[config.mk]
export PLATFORM = sky130hd
export DESIGN_NAME = scl_clkgen
export DESIGN_NICKNAME = d
export VERILOG_FILES = /design/src/rtl/scl_clkgen_pkg.sv /design/src/rtl/scl_prescaler.sv /design/src/rtl/scl_phase_gen.sv /design/src/rtl/scl_clkgen.sv
export SDC_FILE = /design/constraint.sdc
export NUM_CORES = 1
export LEC_CHECK = 0
export ABC_AREA = 1
export CAP_MARGIN = 20
export CORE_MARGIN = 2
export CORE_UTILIZATION = 55
export CTS_CLUSTER_SIZE = 30
export DETAILED_ROUTE_END_ITERATION = 6
export PLACE_DENSITY = 0.78
export REMOVE_ABC_BUFFERS = 1
export SLEW_MARGIN = 20
export SYNTH_ARGS = -nofsm -noshare
export SYNTH_HDL_FRONTEND = slang
export SYNTH_HIERARCHICAL = 1
export SYNTH_SLANG_ARGS = --single-unit
[constraint.sdc]
create_clock -name clk -period 6.5 [get_ports clk]
set_input_delay 0.975 -clock clk [delete_from_list [all_inputs] [get_ports clk]]
set_output_delay 0.975 -clock clk [all_outputs]
set_load 0.01 [all_outputs]
[src/rtl/scl_clkgen_pkg.sv]
package scl_clkgen_pkg;

  typedef enum logic [1:0] {
    PH_IDLE = 2'd0,
    PH_LOW  = 2'd1,
    PH_HIGH = 2'd2
  } scl_phase_e;

  // Fixed extra module ticks added to each SCL phase.
  function automatic int unsigned extra_count(input int unsigned psc, input bit fixed6);
    if (fixed6)        return 6;
    else if (psc == 0) return 7;
    else if (psc == 1) return 6;
    else               return 5;
  endfunction

  // Tick index within a high phase (counted from 1) at which the strobe fires.
  function automatic int unsigned mid_tick(input int unsigned len);
    return (len + 1) / 2;
  endfunction

endpackage

[src/rtl/scl_prescaler.sv]
module scl_prescaler #(
  parameter int PSC_W = 8
) (
  input  logic             clk,
  input  logic             rst_n,
  input  logic             core_en,
  input  logic [PSC_W-1:0] psc_in,
  output logic [PSC_W-1:0] psc_q,
  output logic             tick
);

  logic [PSC_W-1:0] div_cnt;

  always_ff @(posedge clk or negedge rst_n) begin
    if (!rst_n) begin
      psc_q   <= '0;
      div_cnt <= '0;
    end else if (!core_en) begin
      psc_q   <= psc_in;
      div_cnt <= '0;
    end else if (div_cnt == psc_q) begin
      div_cnt <= '0;
    end else begin
      div_cnt <= div_cnt + PSC_W'(1);
    end
  end

  assign tick = core_en && (div_cnt == psc_q);

endmodule

[src/rtl/scl_phase_gen.sv]
module scl_phase_gen
  import scl_clkgen_pkg::*;
#(
  parameter int PSC_W    = 8,
  parameter int DIV_W    = 8,
  parameter int FIXED_D6 = 0
) (
  input  logic             clk,
  input  logic             rst_n,
  input  logic             core_en,
  input  logic             run,
  input  logic             tick,
  input  logic [PSC_W-1:0] psc_q,
  input  logic [DIV_W-1:0] div_lo,
  input  logic [DIV_W-1:0] div_hi,
  output logic             scl_o,
  output logic             sample_stb,
  output logic             phase_end
);

  localparam int LEN_W = DIV_W + 1;

  scl_phase_e       ph;
  logic [LEN_W-1:0] cnt;
  logic [LEN_W-1:0] mid;
  logic [LEN_W-1:0] d_val;
  logic [LEN_W-1:0] lo_len;
  logic [LEN_W-1:0] hi_len;
  logic             hi_ok;

  assign d_val     = LEN_W'(extra_count(32'(psc_q), FIXED_D6 != 0));
  assign lo_len    = {1'b0, div_lo} + d_val;
  assign hi_len    = {1'b0, div_hi} + d_val;
  assign hi_ok     = (div_hi != '0);
  assign phase_end = tick && (ph != PH_IDLE) && (cnt == '0);

  always_ff @(posedge clk or negedge rst_n) begin
    if (!rst_n) begin
      ph  <= PH_IDLE;
      cnt <= '0;
      mid <= '0;
    end else if (!core_en) begin
      ph  <= PH_IDLE;
      cnt <= '0;
    end else if (tick) begin
      unique case (ph)
        PH_IDLE: begin
          if (run && hi_ok) begin
            ph  <= PH_LOW;
            cnt <= lo_len - LEN_W'(1);
          end
        end
        PH_LOW: begin
          if (cnt != '0) begin
            cnt <= cnt - LEN_W'(1);
          end else if (hi_ok) begin
            ph  <= PH_HIGH;
            cnt <= hi_len - LEN_W'(1);
            mid <= hi_len >> 1;
          end else begin
            ph <= PH_IDLE;
          end
        end
        PH_HIGH: begin
          if (cnt != '0) begin
            cnt <= cnt - LEN_W'(1);
          end else if (run && hi_ok) begin
            ph  <= PH_LOW;
            cnt <= lo_len - LEN_W'(1);
          end else begin
            ph <= PH_IDLE;
          end
        end
        default: ph <= PH_IDLE;
      endcase
    end
  end

  assign scl_o      = (ph != PH_LOW);
  assign sample_stb = (ph == PH_HIGH) && tick && (cnt == mid);

endmodule

[src/rtl/scl_clkgen.sv]
module scl_clkgen #(
  parameter int PSC_W    = 8,
  parameter int DIV_W    = 8,
  parameter int FIXED_D6 = 0
) (
  input  logic             clk,
  input  logic             rst_n,
  input  logic             core_en,
  input  logic             run,
  input  logic [PSC_W-1:0] psc_in,
  input  logic [DIV_W-1:0] div_lo,
  input  logic [DIV_W-1:0] div_hi,
  output logic             scl_o,
  output logic             mod_tick,
  output logic             sample_stb
);

  logic [PSC_W-1:0] psc_q_w;
  logic             phase_end_w;

  scl_prescaler #(.PSC_W(PSC_W)) u_psc (
    .clk     (clk),
    .rst_n   (rst_n),
    .core_en (core_en),
    .psc_in  (psc_in),
    .psc_q   (psc_q_w),
    .tick    (mod_tick)
  );

  scl_phase_gen #(.PSC_W(PSC_W), .DIV_W(DIV_W), .FIXED_D6(FIXED_D6)) u_phase (
    .clk        (clk),
    .rst_n      (rst_n),
    .core_en    (core_en),
    .run        (run),
    .tick       (mod_tick),
    .psc_q      (psc_q_w),
    .div_lo     (div_lo),
    .div_hi     (div_hi),
    .scl_o      (scl_o),
    .sample_stb (sample_stb),
    .phase_end  (phase_end_w)
  );

endmodule

==> results_tabular.tex <==
\begin{tabular}{lr}
\hline
Metric & Value \\
\hline
\multicolumn{2}{l}{\textbf{CTS}} \\
TritonCTS clock tree & yes \\
CTS hold repair buffers & 0 \\
Number of post-CTS setup repair buffers & 0 \\
Clock network latency to the later pin of the worst-skew pair & just under 300 ps \\
Buffers from clock root to sink, at most & 2 \\
TritonCTS Buffers & 5 \\
Clock Root Buffer & clkbuf\_8 \\
Clock slew at reported path FFs & roughly 70 ps \\
CTS sink cnt & 35 \\
H-tree levels & 2 \\
PostCTS Resize Cnt & 0 \\
\multicolumn{2}{l}{\textbf{Routing}} \\
Length of routed met3 wiring & $\sim$260 microns \\
WL per Instance & 12.72 microns \\
DRC Markers & 0 \\
Vias per std cell & 5.199 \\
Count of nets left with antenna violations after detail routing & 0 \\
Met1 Routed Length & approximately 2.8 mm \\
Highest routing layer actually used & met4 \\
Wire length reported by the detailed router & $\sim$6.6 mm \\
Number of search-and-repair iterations in the first detailed-routing pass & 4 \\
Iteration-0 DRC Markers & 174 \\
Number of vias after detailed routing & 2693 \\
Met2 wire length & about 3.3 mm \\
\multicolumn{2}{l}{\textbf{Die}} \\
Die area & around 0.0058 sq mm \\
Core area & $\sim$0.005 sq mm \\
Chip height & between 70 and 80 microns \\
Initial core utilization & between 50\% and 60\% \\
Number of placement rows & 26 \\
Top-level port count & 31 \\
DIE WIDTH & around 76 microns \\
\multicolumn{2}{l}{\textbf{Synth}} \\
Mean instance size in the synthesized netlist & approximately 7 sq um \\
Number of instances in the synthesized netlist & between 400 and 500 \\
Synth warn & 6 \\
Post-synthesis cell area & $\sim$0.0029 sq mm \\
\multicolumn{2}{l}{\textbf{Critical path}} \\
R2r endpoint & u\_phase/cnt[8] \\
Worst setup path endpoint & sample\_stb \\
Crit Reg-Reg Startpoint & u\_psc/psc\_q[5] \\
CP Capture Type & output pin \\
Signal arrival time at the worst endpoint & $\sim$3600 ps \\
Data required time at the worst endpoint & 5520 ps \\
Register-to-Register Path Depth & 17 \\
Maximum net fanout on the critical path & 17 \\
Setup crit start kind & primary input \\
Critical-path cell with the highest stage delay & clkdlybuf4s50\_1 \\
Launch point of the critical path & core\_en \\
Internal reg-to-reg setup slack & 3280 ps \\
CP most frequent cell & clkdlybuf4s50\_1 \\
Largest stage delay, worst path & around 580 ps \\
Critical path type & in2out \\
CP cell instances & clkdlybuf4s50\_1, buf\_4, inv\_1, nor2\_1, nand3\_1, a221oi\_1, nand2\_1, nor4\_1, clkdlybuf4s50\_1 \\
\multicolumn{2}{l}{\textbf{Power}} \\
Switching Share & 27.92\% \\
Clock power share & between 30\% and 40\% \\
Leakage component of the power & $\sim$1.8 nW \\
Sequential share of power & 45.9\% \\
Ratio of total power to cell area & 150.1 mW/mm\^{}2 \\
Combinational Power Share & a little under a fifth \\
Switching pwr & 0.1405 mW \\
Internal Pwr Total & roughly 0.36 mW \\
Largest voltage drop on the vdd net & about 0.12 mV \\
\multicolumn{2}{l}{\textbf{Global route}} \\
Total routing usage reported by global routing & 24.80\% \\
Pin count of the biggest net entering global routing & 36 \\
Number of antenna violations at the first check in global routing & 0 \\
First-pass GRT wire length & between 10 and 15 mm \\
Total overflow reported by the global router & 0 \\
Via count of the first global-routing pass & 2727 \\
\multicolumn{2}{l}{\textbf{STA}} \\
Final Setup Violations & 0 \\
Actual transition at the worst max-transition pin & approximately 470 ps \\
Hold Worst Slack & between 500 and 600 ps \\
RSZ-0062 raised after global routing & false \\
Number of max-slew violations in the final report & 0 \\
Hold Vio Cnt, Final & 0 \\
Min Clock Period, post-route & 4558 ps \\
Maximum clock skew at final layout & between 4 and 5 ps \\
Final TNS setup & 0 ps \\
Part of the cycle the worst path needs & 70.12\% \\
Slew Limit Headroom & just under 70\% \\
Highest Clock Rate & roughly 220 MHz \\
\multicolumn{2}{l}{\textbf{Placement}} \\
Port-buffer cells & 30 \\
Sum of net half-perimeters after detailed placement & between 5 and 6 mm \\
Gpl congestion & 0.9036 \\
\multicolumn{2}{l}{\textbf{Cells and area}} \\
Diodes inserted & 0 \\
Number of nets in the final layout & a little under 500 \\
Fraction of final layout cells sized beyond drive strength 1 & under 10\% \\
Area growth from synthesis to final layout & 16.23\% \\
Filler cells & around 470 \\
Total area of multi-input combinational cells & 0.001719 sq mm \\
Footprint of the flip-flops and latches & 875.8 sq um \\
\multicolumn{2}{l}{\textbf{Outcome}} \\
Status & completed \\
\multicolumn{2}{l}{\textbf{Hold path}} \\
Kind of path behind the tightest hold check & reg2reg \\
\multicolumn{2}{l}{\textbf{Run}} \\
Max\_cap viols & 0 \\
\hline
\end{tabular}
[routing by layer]
metal / up-vias / global-route usage, %
met1: 1239 / 28.59
met2: 61 / 45.04
li1: 1376 / -
met4: 0 / 11.64
met5: - / 0
met3: 17 / 3.555
[placed cells by master (no fill, tap or decap), drive strengths merged]
cell type / instances
nand2: 138
inv: 67
o21ai: 39
dfrtp: 35
nor2: 34
nand3: 31
clkdlybuf4s50: 30
ha: 13
xnor2: 11
xor2: 11
clkbuf: 8
o22ai: 7
nand4: 5
o211ai: 5
nor4: 3
buf: 2
a221oi: 2
nand3b: 2
fa: 2
a21oi: 1
o21bai: 1
nor3b: 1
[worst max-delay path: cells and delay by family]
kind            cells  cell delay, ps
simple gates        4             860
buf+inv             4            1500
compound gates      1             250
[worst min-delay path by stage]
stage / start / end / slack, ps / depth (start not counted)
final: u_phase/mid[3] / u_phase/mid[3] / 520 / 2
after global routing: u_psc/div_cnt[0] / u_psc/div_cnt[0] / 560 / 1
after CTS: u_phase/mid[3] / u_phase/mid[3] / 520 / 2
after detailed placement: u_phase/mid[3] / u_phase/mid[3] / 510 / 2
after global placement: u_phase/cnt[1] / u_phase/cnt[1] / 500 / 2
after floorplan: u_psc/div_cnt[0] / u_psc/div_cnt[0] / 470 / 1
[final cells by class]
class | instances | share of cell area [%]
clock buffers | 8 | 2.986
inverters | 67 | 7.577
multi-input cells | 306 | 51.29
flip-flops and latches | 35 | 26.13
well taps | 70 | 2.613
repair buffers | 32 | 9.406
[stage by stage]
stage	worst slack, ps	total power, mW	util (%)	instance area (sq um)	instances
after global routing	1691	0.5295	66.05	3352	518
after floorplan	3225	0.2902	-	2849	408
final	1942	0.5031	66.05	3352	518
after global placement	1989	0.3290	64.08	3252	510
after CTS	1963	0.5065	66.05	3352	518
after detailed placement	1962	0.3310	64.08	3252	510
[flip-flops by register name, indices dropped and copies added (netlist names)]
register       cells
u_psc/div_cnt      8
u_phase/ph         2
u_phase/cnt        9
u_psc/psc_q        8
u_phase/mid        8
[power groups by stage]
stage	logic, mW	clock network (mW)	registers, mW
floorplan	0.0569	0	0.233
global placement	0.0942	0	0.235
detailed placement	0.0960	0	0.235
CTS	0.0963	0.179	0.231
global route	0.111	0.187	0.232
finish	0.0963	0.176	0.231
No activity file was read; power rests on OpenSTA's default activity.
